File: src/rtl/seqr_pkg.sv
package seqr_pkg;

    localparam int INSTR_W = 24;
    localparam int PC_W    = 14;
    localparam int CODE_W  = 9;
    localparam int NA_W    = 11;
    localparam int BANK_W  = 2;

    typedef enum logic [1:0] {
        CLS_ALU  = 2'd0,
        CLS_RET  = 2'd1,
        CLS_JUMP = 2'd2,
        CLS_LOAD = 2'd3
    } instr_class_e;

    typedef struct packed {
        logic s1;
        logic s0;
        logic ov1;
        logic ov0;
        logic zero;
        logic carry;
    } acc_flags_t;

    typedef struct packed {
        logic [CODE_W-1:0] code;
        logic [NA_W-1:0]   next_addr;
        logic [BANK_W-1:0] bank;
    } jump_fields_t;

    typedef enum logic [2:0] {
        ACT_NEXT,
        ACT_TARGET,
        ACT_SERIAL,
        ACT_CALL,
        ACT_POP
    } pc_action_e;

    // select one flag by its kind number (carry first, s1 last)
    function automatic logic flag_pick(acc_flags_t f, logic [2:0] kind);
        logic v;
        case (kind)
            3'd0:    v = f.carry;
            3'd1:    v = f.zero;
            3'd2:    v = f.ov0;
            3'd3:    v = f.ov1;
            3'd4:    v = f.s0;
            3'd5:    v = f.s1;
            default: v = 1'b0;
        endcase
        return v;
    endfunction

endpackage

File: src/rtl/branch_decode.sv
module branch_decode
    import seqr_pkg::*;
(
    input  logic [INSTR_W-1:0] instr,
    input  logic [PC_W-1:0]    pc_inc,
    input  acc_flags_t         flags_a,
    input  acc_flags_t         flags_b,
    input  logic [3:0]         dp_low,
    input  logic               si_ack,
    input  logic               so_ack,
    input  logic               req_master,
    output pc_action_e         action,
    output logic [PC_W-1:0]    target
);

    localparam int FLAG_CODES = 24;

    instr_class_e      cls;
    jump_fields_t      jf;
    logic [PC_W-1:0]   base_tgt;

    logic              grp_flag, grp_dp, grp_io;
    logic [4:0]        fidx;
    acc_flags_t        fsel;
    logic              flag_hit, dp_hit, io_hit, io_bit;

    assign cls      = instr_class_e'(instr[INSTR_W-1 -: 2]);
    assign jf       = jump_fields_t'(instr[INSTR_W-3:0]);
    assign base_tgt = {pc_inc[PC_W-1], jf.bank, jf.next_addr};

    // accumulator flag tests
    assign fidx     = jf.code[5:1];
    assign grp_flag = (jf.code[8:6] == 3'b010) && !jf.code[0] &&
                      (fidx < 5'(FLAG_CODES));
    assign fsel     = fidx[1] ? flags_b : flags_a;
    assign flag_hit = flag_pick(fsel, fidx[4:2]) == fidx[0];

    // data pointer nibble tests
    assign grp_dp = (jf.code[8:2] == 7'b0101100);
    always_comb begin
        case (jf.code[1:0])
            2'd0:    dp_hit = (dp_low == 4'h0);
            2'd1:    dp_hit = (dp_low != 4'h0);
            2'd2:    dp_hit = (dp_low == 4'hF);
            default: dp_hit = (dp_low != 4'hF);
        endcase
    end

    // serial handshake and master request tests
    assign grp_io = (jf.code[8:4] == 5'b01011) && !jf.code[0] &&
                    (jf.code[3:2] != 2'b00);
    always_comb begin
        case (jf.code[3:2])
            2'b01:   io_bit = si_ack;
            2'b10:   io_bit = so_ack;
            default: io_bit = req_master;
        endcase
    end
    assign io_hit = (io_bit == jf.code[1]);

    always_comb begin
        action = ACT_NEXT;
        target = base_tgt;
        case (cls)
            CLS_RET: action = ACT_POP;
            CLS_JUMP: begin
                if (jf.code == 9'h000) begin
                    action = ACT_SERIAL;
                end else if (jf.code[8:1] == 8'h80 || jf.code[8:1] == 8'hA0) begin
                    // 0x100/0x101 jump, 0x140/0x141 call: bit 0 forces bit 13
                    target = {jf.code[0], base_tgt[PC_W-2:0]};
                    action = jf.code[6] ? ACT_CALL : ACT_TARGET;
                end else if (grp_flag) begin
                    action = flag_hit ? ACT_TARGET : ACT_NEXT;
                end else if (grp_dp) begin
                    action = dp_hit ? ACT_TARGET : ACT_NEXT;
                end else if (grp_io) begin
                    action = io_hit ? ACT_TARGET : ACT_NEXT;
                end
            end
            default: action = ACT_NEXT;
        endcase
    end

endmodule

File: src/rtl/ret_stack.sv
module ret_stack #(
    parameter int DEPTH = 4,
    parameter int W     = 14
) (
    input  logic                     clk,
    input  logic                     rst,
    input  logic                     push,
    input  logic                     pop,
    input  logic [W-1:0]             push_data,
    output logic [W-1:0]             top_data,
    output logic [$clog2(DEPTH)-1:0] ptr
);

    localparam int PW = $clog2(DEPTH);

    logic [W-1:0]  slots [DEPTH];
    logic [PW-1:0] ptr_dec;

    assign ptr_dec  = ptr - PW'(1);
    assign top_data = slots[ptr_dec];

    always_ff @(posedge clk) begin
        if (rst)       ptr <= '0;
        else if (push) ptr <= ptr + PW'(1);
        else if (pop)  ptr <= ptr_dec;
    end

    for (genvar g = 0; g < DEPTH; g++) begin : g_slot
        logic [W-1:0] slot_q;
        always_ff @(posedge clk) begin
            if (rst)                          slot_q <= '0;
            else if (push && ptr == PW'(g))   slot_q <= push_data;
        end
        assign slots[g] = slot_q;
    end

endmodule

File: src/rtl/branch_sequencer.sv
module branch_sequencer
    import seqr_pkg::*;
#(
    parameter int STACK_DEPTH = 4,
    localparam int SP_W = $clog2(STACK_DEPTH)
) (
    input  logic               clk,
    input  logic               rst,
    input  logic               step,
    input  logic [23:0]        instr,
    input  logic [5:0]         flags_a,
    input  logic [5:0]         flags_b,
    input  logic [3:0]         dp_low,
    input  logic               si_ack,
    input  logic               so_ack,
    input  logic               req_master,
    input  logic [13:0]        so_value,
    output logic [13:0]        pc,
    output logic [SP_W-1:0]    sp
);

    logic [PC_W-1:0] pc_inc, target, popped, pc_nxt;
    pc_action_e      action;
    logic            do_push, do_pop;

    assign pc_inc = pc + PC_W'(1);

    branch_decode u_dec (
        .instr      (instr),
        .pc_inc     (pc_inc),
        .flags_a    (acc_flags_t'(flags_a)),
        .flags_b    (acc_flags_t'(flags_b)),
        .dp_low     (dp_low),
        .si_ack     (si_ack),
        .so_ack     (so_ack),
        .req_master (req_master),
        .action     (action),
        .target     (target)
    );

    assign do_push = step && (action == ACT_CALL);
    assign do_pop  = step && (action == ACT_POP);

    ret_stack #(.DEPTH(STACK_DEPTH), .W(PC_W)) u_stack (
        .clk       (clk),
        .rst       (rst),
        .push      (do_push),
        .pop       (do_pop),
        .push_data (pc_inc),
        .top_data  (popped),
        .ptr       (sp)
    );

    always_comb begin
        case (action)
            ACT_TARGET, ACT_CALL: pc_nxt = target;
            ACT_SERIAL:           pc_nxt = so_value;
            ACT_POP:              pc_nxt = popped;
            default:              pc_nxt = pc_inc;
        endcase
    end

    always_ff @(posedge clk) begin
        if (rst)       pc <= '0;
        else if (step) pc <= pc_nxt;
    end

endmodule

File: config.mk
export PLATFORM = sky130hd
export DESIGN_NAME = branch_sequencer
export DESIGN_NICKNAME = d
export VERILOG_FILES = /design/src/rtl/seqr_pkg.sv /design/src/rtl/branch_decode.sv /design/src/rtl/ret_stack.sv /design/src/rtl/branch_sequencer.sv
export SDC_FILE = /design/constraint.sdc
export NUM_CORES = 1
export LEC_CHECK = 0
export BUFFER_PORTS_ARGS = -buffer_cell sky130_fd_sc_hd__buf_2
export CAP_MARGIN = 20
export CORE_ASPECT_RATIO = 1.2
export CORE_UTILIZATION = 45
export CTS_BUF_LIST = sky130_fd_sc_hd__clkbuf_4 sky130_fd_sc_hd__clkbuf_8
export CTS_CLUSTER_DIAMETER = 80
export DETAILED_ROUTE_END_ITERATION = 8
export PLACE_DENSITY = 0.71
export SLEW_MARGIN = 25
export SYNTH_ARGS = -nofsm -noshare
export SYNTH_HDL_FRONTEND = slang
export SYNTH_SLANG_ARGS = --single-unit
export TNS_END_PERCENT = 30
File: constraint.sdc
create_clock -name clk -period 9.3 [get_ports clk]
set_input_delay 0.93 -clock clk [delete_from_list [all_inputs] [get_ports clk]]
set_output_delay 0.93 -clock clk [all_outputs]
set_load 0.005 [all_outputs]
Word-level counts from Yosys, hierarchy flattened --
Cells that the tools add are included.
Word-level totals: output and inout bits 16, bits of input ports 60, register bits after elaboration 72
Operators by class: magnitude comparators 2, multiplexer cells 23, bitwise gates (word level) 1, reduce and logical (&&, ||, !) cells 21, $add $sub $neg 3, eq/ne operators 27
Operator list (count):
- $mux 14 | 5
- $pmux 14 s3 | 1
- $bmux 14 s2 | 1
- $eq 8x8->1 const B | 2
- $eq 3x2->1 const B | 5
- $mux 3 | 5
- $add 14x1->14 const B | 1
- $eq 2x2->1 const B | 5
- $logic_and 1x1->1 | 10
- $eq 3x3->1 const B | 3
- $logic_not 9->1 | 1
- $eq 2x1->1 const B | 4
- $eq 7x6->1 const B | 1
- $eq 3x1->1 const B | 2
- $mux 2 | 3
- $mux 6 | 1
- $pmux 1 s6 | 1
- $pmux 3 s2 | 1
- $eq 5x4->1 const B | 1
- $lt 5x5->1 const B | 1
- $eq 4x4->1 const B | 1
- $logic_not 2->1 | 2
- $logic_not 4->1 | 1
- $ne 4x4->1 const B | 1
- 14 further kinds | 18

Logic depth before layout (Yosys ltp) --
Gate-level depths: netlist of the first run.
depth in word-level cells 14, gate-level depth with buffers 10, mapped depth without buffers 9

Cells and area by module --
A second synthesis of the first run with hierarchy kept.
Second synthesis, totals: cell total of the unflattened synthesis 545, area total of the unflattened synthesis 4839.6 µm²
Modules (own cells, without submodules):
- ret_stack | area each 2911.5 µm², sequential area each 1161.1 µm², instances 1, cells each 288
- branch_sequencer | area each 1420.1 µm², sequential area each 280.3 µm², instances 1, cells each 192
- branch_decode | area each 508.0 µm², sequential area each 0.0 µm², instances 1, cells each 65

Least setup slack after synthesis of the first run --
OpenSTA, ideal clock, no wires.
path type register -> register, start point reg u_stack.ptr[0], end point reg pc[10], setup slack 6293 ps, cell stages (with the launch flop) 10, arrival time 2881 ps, setup time 126 ps, clock period less this slack 3007 ps, path buffers 3, cell sequence dfxtp_1 -> clkbuf_1 -> inv_1 -> ha_1 -> clkbuf_1 -> buf_2 -> mux4_2 -> a22o_1 -> a21oi_1 -> o221ai_2
On the way: longest elaborated chain between the ends 6
RTL lines:
- start: declaration | RTL line ret_stack.sv:11 | output logic [$clog2(DEPTH)-1:0] ptr
- start signal: assignment | RTL line ret_stack.sv:24 | else if (push) ptr <= ptr + PW'(1);
- start signal: assignment | RTL line ret_stack.sv:25 | else if (pop) ptr <= ptr_dec;
- $sub 2x1->2 | RTL line ret_stack.sv:19 | assign ptr_dec = ptr - PW'(1);
- $not 2->3 (not written as such) | RTL line ret_stack.sv:20 | assign top_data = slots[ptr_dec];
- $bmux 14 s2 | RTL line ret_stack.sv:20
- $mux 14 (not written as such) (2 in a row) | RTL line ret_stack.sv:20
- $pmux 14 s3 | RTL line branch_sequencer.sv:55 | case (action)
- end signal: assignment | RTL line branch_sequencer.sv:65 | else if (step) pc <= pc_nxt;
- end: declaration | RTL line branch_sequencer.sv:18 | output logic [13:0] pc,
Every way passes these cells. The select of a mux whose other input is x is not followed. A chain may end at the register's enable or synchronous reset.

Worst setup path in the final report of the first run --
start point in instr[16], end point reg pc[13]
On the way: longest elaborated chain between the ends 13
RTL lines:
- start: declaration | RTL line branch_sequencer.sv:10 | input logic [23:0] instr,
- $eq 2x2->1 or $eq 2x1->1 (tied branches) | RTL line branch_decode.sv:53 | case (jf.code[3:2])
- $pmux 1 s2 | RTL line branch_decode.sv:53
- $eq 1x1->1 | RTL line branch_decode.sv:59 | assign io_hit = (io_bit == jf.code[1]);
- $mux 1 | RTL line branch_decode.sv:78 | action = io_hit ? ACT_TARGET : ACT_NEXT;
- $mux 3 | RTL line branch_decode.sv:77 | end else if (grp_io) begin
- $mux 3 | RTL line branch_decode.sv:75 | end else if (grp_dp) begin
- $mux 3 | RTL line branch_decode.sv:73 | end else if (grp_flag) begin
- $mux 3 | RTL line branch_decode.sv:69 | end else if (jf.code[8:1] == 8'h80 || jf.code[8:1] == 8'hA0) begin
- $mux 3 | RTL line branch_decode.sv:67 | if (jf.code == 9'h000) begin
- $pmux 3 s2 | RTL line branch_decode.sv:64 | case (cls)
- $eq 3x2->1 or $eq 3x1->1 (tied branches) | RTL line branch_sequencer.sv:55
- $reduce_or 2->1 | RTL line branch_sequencer.sv:55
- $pmux 14 s3 (*) | RTL line branch_sequencer.sv:55
Every way passes the cells marked *; elsewhere a longest branch is shown, timed or not.

==> results.json, run 1 <==
{
  "status": "complete, no violations",
  "dieWidth_um": 88.6,
  "post-route-min-period_ps": 3470,
  "htreeDepth": 3,
  "synth_ff_type": "dfxtp_1",
  "arrival_ps": 3670,
  "cts_setup_buffers": 0,
  "wl_um": 10600,
  "yosysWarningCount": 0,
  "path_clk_slew_ps": 80,
  "crit_buf_inv": 2,
  "cp_data_required_time_ps": 9510,
  "synth_top_area_cell": "dfxtp_1",
  "cts-hold-fix-buffers": 0,
  "synth_seq_cells": 72,
  "fin_ws_ps": 5830,
  "start_util": 0.468,
  "synthesis.nets": 547,
  "grt_usage": 0.235,
  "route.detailed.drc": 0,
  "coreArea_um2": 8660,
  "ctsResizeCount": 0,
  "critPathMaxStageDelay_ps": 670,
  "cp_top_family": "simple AND/OR/NAND/NOR gates",
  "syn2layout_area_growth_pct": 15.2,
  "io_buffers": 75,
  "worst-path-max-fanout": 12,
  "start_kind": "input pin",
  "die_area_um2": 9380,
  "fillers": 818,
  "clkLatencyLatePin_ps": 360,
  "rows": 37,
  "final_nets": 605,
  "detail_route.wl_per_cell_um": 16.1,
  "gr-total-overflow": 0,
  "synth_edf_count": 0,
  "ir_drop_mv": 0.0632,
  "slew_headroom": 0.412,
  "die_h_um": 106,
  "final-hold-violation-count": 0,
  "crit_path_top_delay_cell": "nor2b_1",
  "cap_violations": 0,
  "via_per_inst": 5.67,
  "yosysUniqueCellTypes": 51,
  "cts-buffers-inserted": 9,
  "skew_ps": 13.9,
  "synthCells": 476,
  "final_util": 0.539,
  "avgSynthCellArea_um2": 8.50,
  "power_density_nw_per_um2": 137,
  "clock_sinks": 72,
  "fmax_mhz": 289,
  "diodes": 0,
  "gp_congestion": 0.817,
  "final_cells": 656,
  "grt_pass1_vias": 3600,
  "cts_root_buf": "clkbuf_8",
  "grt_pass1_wl_um": 17000,
  "io_pins": 76,
  "cts_tree": "yes",
  "place_inst": 640,
  "rsz0062_at_grt": "false",
  "antenna_found_initial": 0,
  "synth_top_area_share": 0.356,
  "final_antenna_net_count": 0,
  "final_layout_size_suffix_gt1_frac": 0.262,
  "period_share": 0.373,
  "setup_tns_ps": 0,
  "drv_slew": 0,
  "pre_cts_slack_ps": 5480,
  "p_leak_nw": 1.69,
  "hpwl_um": 7340,
  "drt_iter0_drc": 173,
  "cp-end-kind": "flip-flop",
  "setup_viol": 0,
  "drtPass1Iterations": 4,
  "hold_path.class": "reg -> reg",
  "path_cells": "buf_2 -> inv_1 -> ha_1 -> nor4b_1 -> o2111a_1 -> nor2b_1 -> or2_2 -> or2_1 -> o221ai_1",
  "seq_area_frac_synth": 0.356,
  "setup.worst_path.class": "in -> reg",
  "vias": 3718,
  "synth-async-reset-ratio": 0,
  "yosysMostFrequentCell": "nand2_1",
  "netlist_area_um2": 4050,
  "worst_pin_slew_ps": 881,
  "synth_area_leaders": "dfxtp_1, nand2_1, mux4_2",
  "yosys-top-cells-count": "nand2_1, dfxtp_1, a21oi_1",
  "clk_path_buf_depth": 2,
  "grt_max_degree": 75
}
-- area by class of cell --
class,instances,area [um^2],share of cell area
clock buffer,9,124,0.0266
timing repair buffer,77,390,0.0837
sequential,72,1440,0.309
multi-input combinational,362,2430,0.522
inverter,12,45.0,0.00966
tap,117,146,0.0314
clock inverter,7,83.8,0.0180
-- metal layers --
metal  up-vias  track usage  wire (um)
met2       120        0.395       5280
met3        11       0.0536        701
met4         0       0.0703        123
met5         -            0          0
li1       1807            -          -
met1      1780        0.296       4470
-- layout by cell type (no fill, tap or decap), drive strengths merged, types with 3 or more instances in the layout --
master  instances
ha             11
inv            17
a211oi          3
nand4           5
clkbuf          9
xor2            3
and3            5
nand3           6
or3b           13
a22o           12
o21ai           3
dfxtp          72
a21oi          72
nand2         124
o221ai         12
mux4           17
nor2           19
nor3            3
buf            77
xnor2          11
and2            5
nand2b          9
-- report_power, final --
group          leakage [nW]  internal, W  switching (W)
clock network         0.103     0.000130       0.000135
registers             0.580     0.000309     0.00000478
logic                  1.01    0.0000269      0.0000338
total                  1.69     0.000466       0.000174
-- per-stage QoR --
stage	power, W	hold slack (ps)	cell area, um^2
finish	0.000640	455	4660
global placement	0.000380	434	4450
floorplan	0.000357	429	4050
CTS	0.000644	456	4660
global route	0.000663	468	4660
detailed placement	0.000382	444	4450
-- worst min-delay path: stages (launching register included) --
cell and delay (ps):
dfxtp_1 320, nand2_1 50, a21oi_1 50
-- kinds of logic after synthesis --
family                   synth area share
XOR/XNOR                           0.0303
AND/OR/NAND/NOR                     0.234
flip-flops                          0.356
adder cells (fa/ha/maj)            0.0340
AO/OA/AOI/OAI                       0.196
buffers and inverters              0.0445
multiplexers                        0.105
-- flip-flops by register name, summed over array words and instances, names as in the netlist --
register / count
pc: 14
u_stack.g_slot.slot_q: 56
u_stack.ptr: 2
-- path summary, 6_finish.rpt --
kind,start,endpoint,slack (ps),depth (start not counted)
max,instr[16],pc[13]$_SDFFE_PP0P_,5830,9
min,u_stack.g_slot[0].slot_q[3]$_SDFFE_PP0P_,u_stack.g_slot[0].slot_q[3]$_SDFFE_PP0P_,450,2
min reg2reg,u_stack.g_slot[0].slot_q[3]$_SDFFE_PP0P_,u_stack.g_slot[0].slot_q[3]$_SDFFE_PP0P_,450,2
max reg2reg,u_stack.ptr[0]$_SDFFE_PP0P_,pc[0]$_SDFFE_PP0P_,6170,7
Power figures use the tool's default switching activity.
==> inputs of run 2 (changes only) <==
- ABC_AREA: not set -> 1
- clock period: 9.3 -> 3.5 ns (I/O delays scaled with it)
==> run 2 against run 1 <==
Effect of this change: non-clock buffer count grew 5; flip-flop and latch count is the same; power grew to 2.8 times the previous value; sequential share of layout area shrank 1.3 points; die area grew 4.7%; synthesized cell count grew 38%; hold slack lost 170 ps; cell count grew 28%; register-to-register slack lost 5400 ps; sequential power grew to 2.6 times the previous value; critical path type is now reg -> reg; largest cell class unchanged.
==> results.json, run 2 <==
{
  "cp-end-kind": "flip-flop",
  "power_density_nw_per_um2": 372,
  "synth_top_area_share": 0.340,
  "seq_area_frac_synth": 0.340,
  "clock_sinks": 72,
  "final_util": 0.536,
  "io_pins": 76,
  "final_layout_size_suffix_gt1_frac": 0.157,
  "arrival_ps": 3030,
  "htreeDepth": 3,
  "drtPass1Iterations": 5,
  "path_clk_slew_ps": 90,
  "status": "complete, no violations",
  "cts_tree": "yes",
  "synthCells": 656,
  "skew_ps": 10.7,
  "ir_drop_mv": 0.206,
  "gp_congestion": 0.883,
  "synth_ff_type": "dfxtp_1",
  "antenna_found_initial": 0,
  "slew_headroom": 0.422,
  "cts_root_buf": "clkbuf_8",
  "clkLatencyLatePin_ps": 360,
  "hold_path.class": "in -> reg",
  "post-route-min-period_ps": 2740,
  "start_kind": "flip-flop",
  "via_per_inst": 5.37,
  "cp_common_cell": "nand2_1",
  "mostFrequentLayoutCells": "nand2_1, o21ai_0, a21oi_1",
  "io_buffers": 75,
  "synth-async-reset-ratio": 0,
  "setup.worst_path.class": "reg -> reg",
  "place_inst": 822,
  "final_cells": 838,
  "largest_reg_flops": 56,
  "final_nets": 784,
  "synth_edf_count": 0,
  "synth_area_leaders": "dfxtp_1, nand2_1, o21ai_0",
  "final_common_cell": "nand2_1",
  "cap_violations": 0,
  "route.detailed.drc": 0,
  "drv_slew": 0,
  "clk_path_buf_depth": 2,
  "cts-buffers-inserted": 9,
  "wl_um": 11600,
  "worst-path-max-fanout": 28,
  "grt_pass1_vias": 4013,
  "worst_pin_slew_ps": 865,
  "path_cells": "clkinv_1 -> buf_4 -> ha_1 -> inv_1 -> a21oi_1 -> o21ai_0 -> nand2_1 -> nand2_1 -> nand2_1 -> nor2_1 -> nand2_1 -> nand2_1 -> a21oi_1",
  "period_share": 0.783,
  "syn2layout_area_growth_pct": 14.8,
  "dieWidth_um": 90.6,
  "diodes": 0,
  "grt_max_degree": 57,
  "detail_route.wl_per_cell_um": 13.9,
  "gr-total-overflow": 0,
  "rows": 38,
  "critPathMaxStageDelay_ps": 780,
  "yosysUniqueCellTypes": 32,
  "start_util": 0.467,
  "hpwl_um": 8100,
  "yosysMostFrequentCell": "nand2_1",
  "synth_top_area_cell": "dfxtp_1",
  "crit_path_top_delay_cell": "ha_1",
  "netlist_area_um2": 4240,
  "final_antenna_net_count": 0,
  "vias": 4500,
  "whs_ps": 284,
  "grt_pass1_wl_um": 19000,
  "yosysWarningCount": 0,
  "largest_registers": "u_stack.g_slot.slot_q (56), pc (14), u_stack.ptr (2)",
  "setup_tns_ps": 0,
  "rsz0062_at_grt": "false",
  "drt_iter0_drc": 419,
  "coreArea_um2": 9080,
  "die_area_um2": 9820,
  "p_leak_nw": 2.27,
  "cp_data_required_time_ps": 3790,
  "final-hold-violation-count": 0,
  "yosys-top-cells-count": "nand2_1, o21ai_0, a21oi_1",
  "die_h_um": 108,
  "avgSynthCellArea_um2": 6.46,
  "synth_seq_cells": 72,
  "cts_setup_buffers": 0,
  "fmax_mhz": 365,
  "setup_viol": 0,
  "regMostFlops": "u_stack.g_slot.slot_q",
  "cts-hold-fix-buffers": 0,
  "grt_usage": 0.242,
  "ctsResizeCount": 0,
  "synthesis.nets": 727
}
run 2: changes by cell type in the layout (fill, tap and decap cells not counted), moves of 12 or more:
cell / before / now
o21ai_0: 2 / 86
inv_1: 12 / 75
nor2_1: 19 / 64
nand3_1: 6 / 25
mux4_2: 17 / 0
nand4_1: 5 / 21
a22o_1: 12 / 0
or3b_2: 12 / 0
run 2: layer usage:
metal  GRT usage  up-vias  share of wire
met3      0.0338       13          0.066
met2       0.417      184           0.48
met5           0        -              0
met4      0.0933        0          0.015
li1            -     2253              -
met1       0.308     2050           0.44
run 2: through the flow:
stage | instance area (um^2) | setup WS [ps] | total power [W]
after floorplan | 4240 | 1160 | 0.000977
after global placement | 4640 | 595 | 0.00106
after detailed placement | 4640 | 548 | 0.00106
after CTS | 4870 | 777 | 0.00181
after global routing | 4870 | 582 | 0.00188
final | 4870 | 758 | 0.00181
run 2: critical path: cells and delay by family, from the launching register on:
kind / cells / cell delay [ps]
adders and majority gates: 1 / 780
DFF: 1 / 340
AOI/OAI and AO/OA: 3 / 440
buffers and inverters: 3 / 720
and+or+nand+nor: 6 / 400
run 2: layout make-up:
cell class | instances | area (um^2)
Timing Repair Buffer | 82 | 428
Tap cell | 120 | 150
Fill cell | 903 | 4220
Multi-Input combinational cell | 467 | 2310
Sequential cell | 72 | 1440
Clock inverter | 7 | 103
Clock buffer | 9 | 124
Inverter | 81 | 309
run 2: cell families (layout without fill, tap and decap cells):
group / count (synthesis) / in the layout / share of synthesized area
AOI/OAI and AO/OA: 183 / 183 / 0.220
xor gates and xnor gates: 11 / 11 / 0.0227
buffers and inverters: 117 / 179 / 0.115
and+or+nand+nor: 262 / 262 / 0.270
adders and majority gates: 11 / 11 / 0.0325
DFF: 72 / 72 / 0.340
run 2: final timing paths:
path | slack [ps] | start | end | cells past startpoint
max | 760 | u_stack.ptr[0]$_SDFFE_PP0P_ | pc[6]$_SDFFE_PP0P_ | 13
max reg2reg | 760 | u_stack.ptr[0]$_SDFFE_PP0P_ | pc[6]$_SDFFE_PP0P_ | 13
min | 280 | instr[2] | pc[0]$_SDFFE_PP0P_ | 3
min reg2reg | 440 | u_stack.g_slot[0].slot_q[11]$_SDFFE_PP0P_ | u_stack.g_slot[0].slot_q[11]$_SDFFE_PP0P_ | 2
run 2: power breakdown:
group,internal (W),switching [W]
Sequential,0.000824,0.00000680
Clock,0.000411,0.000353
Combinational,0.0000762,0.000137
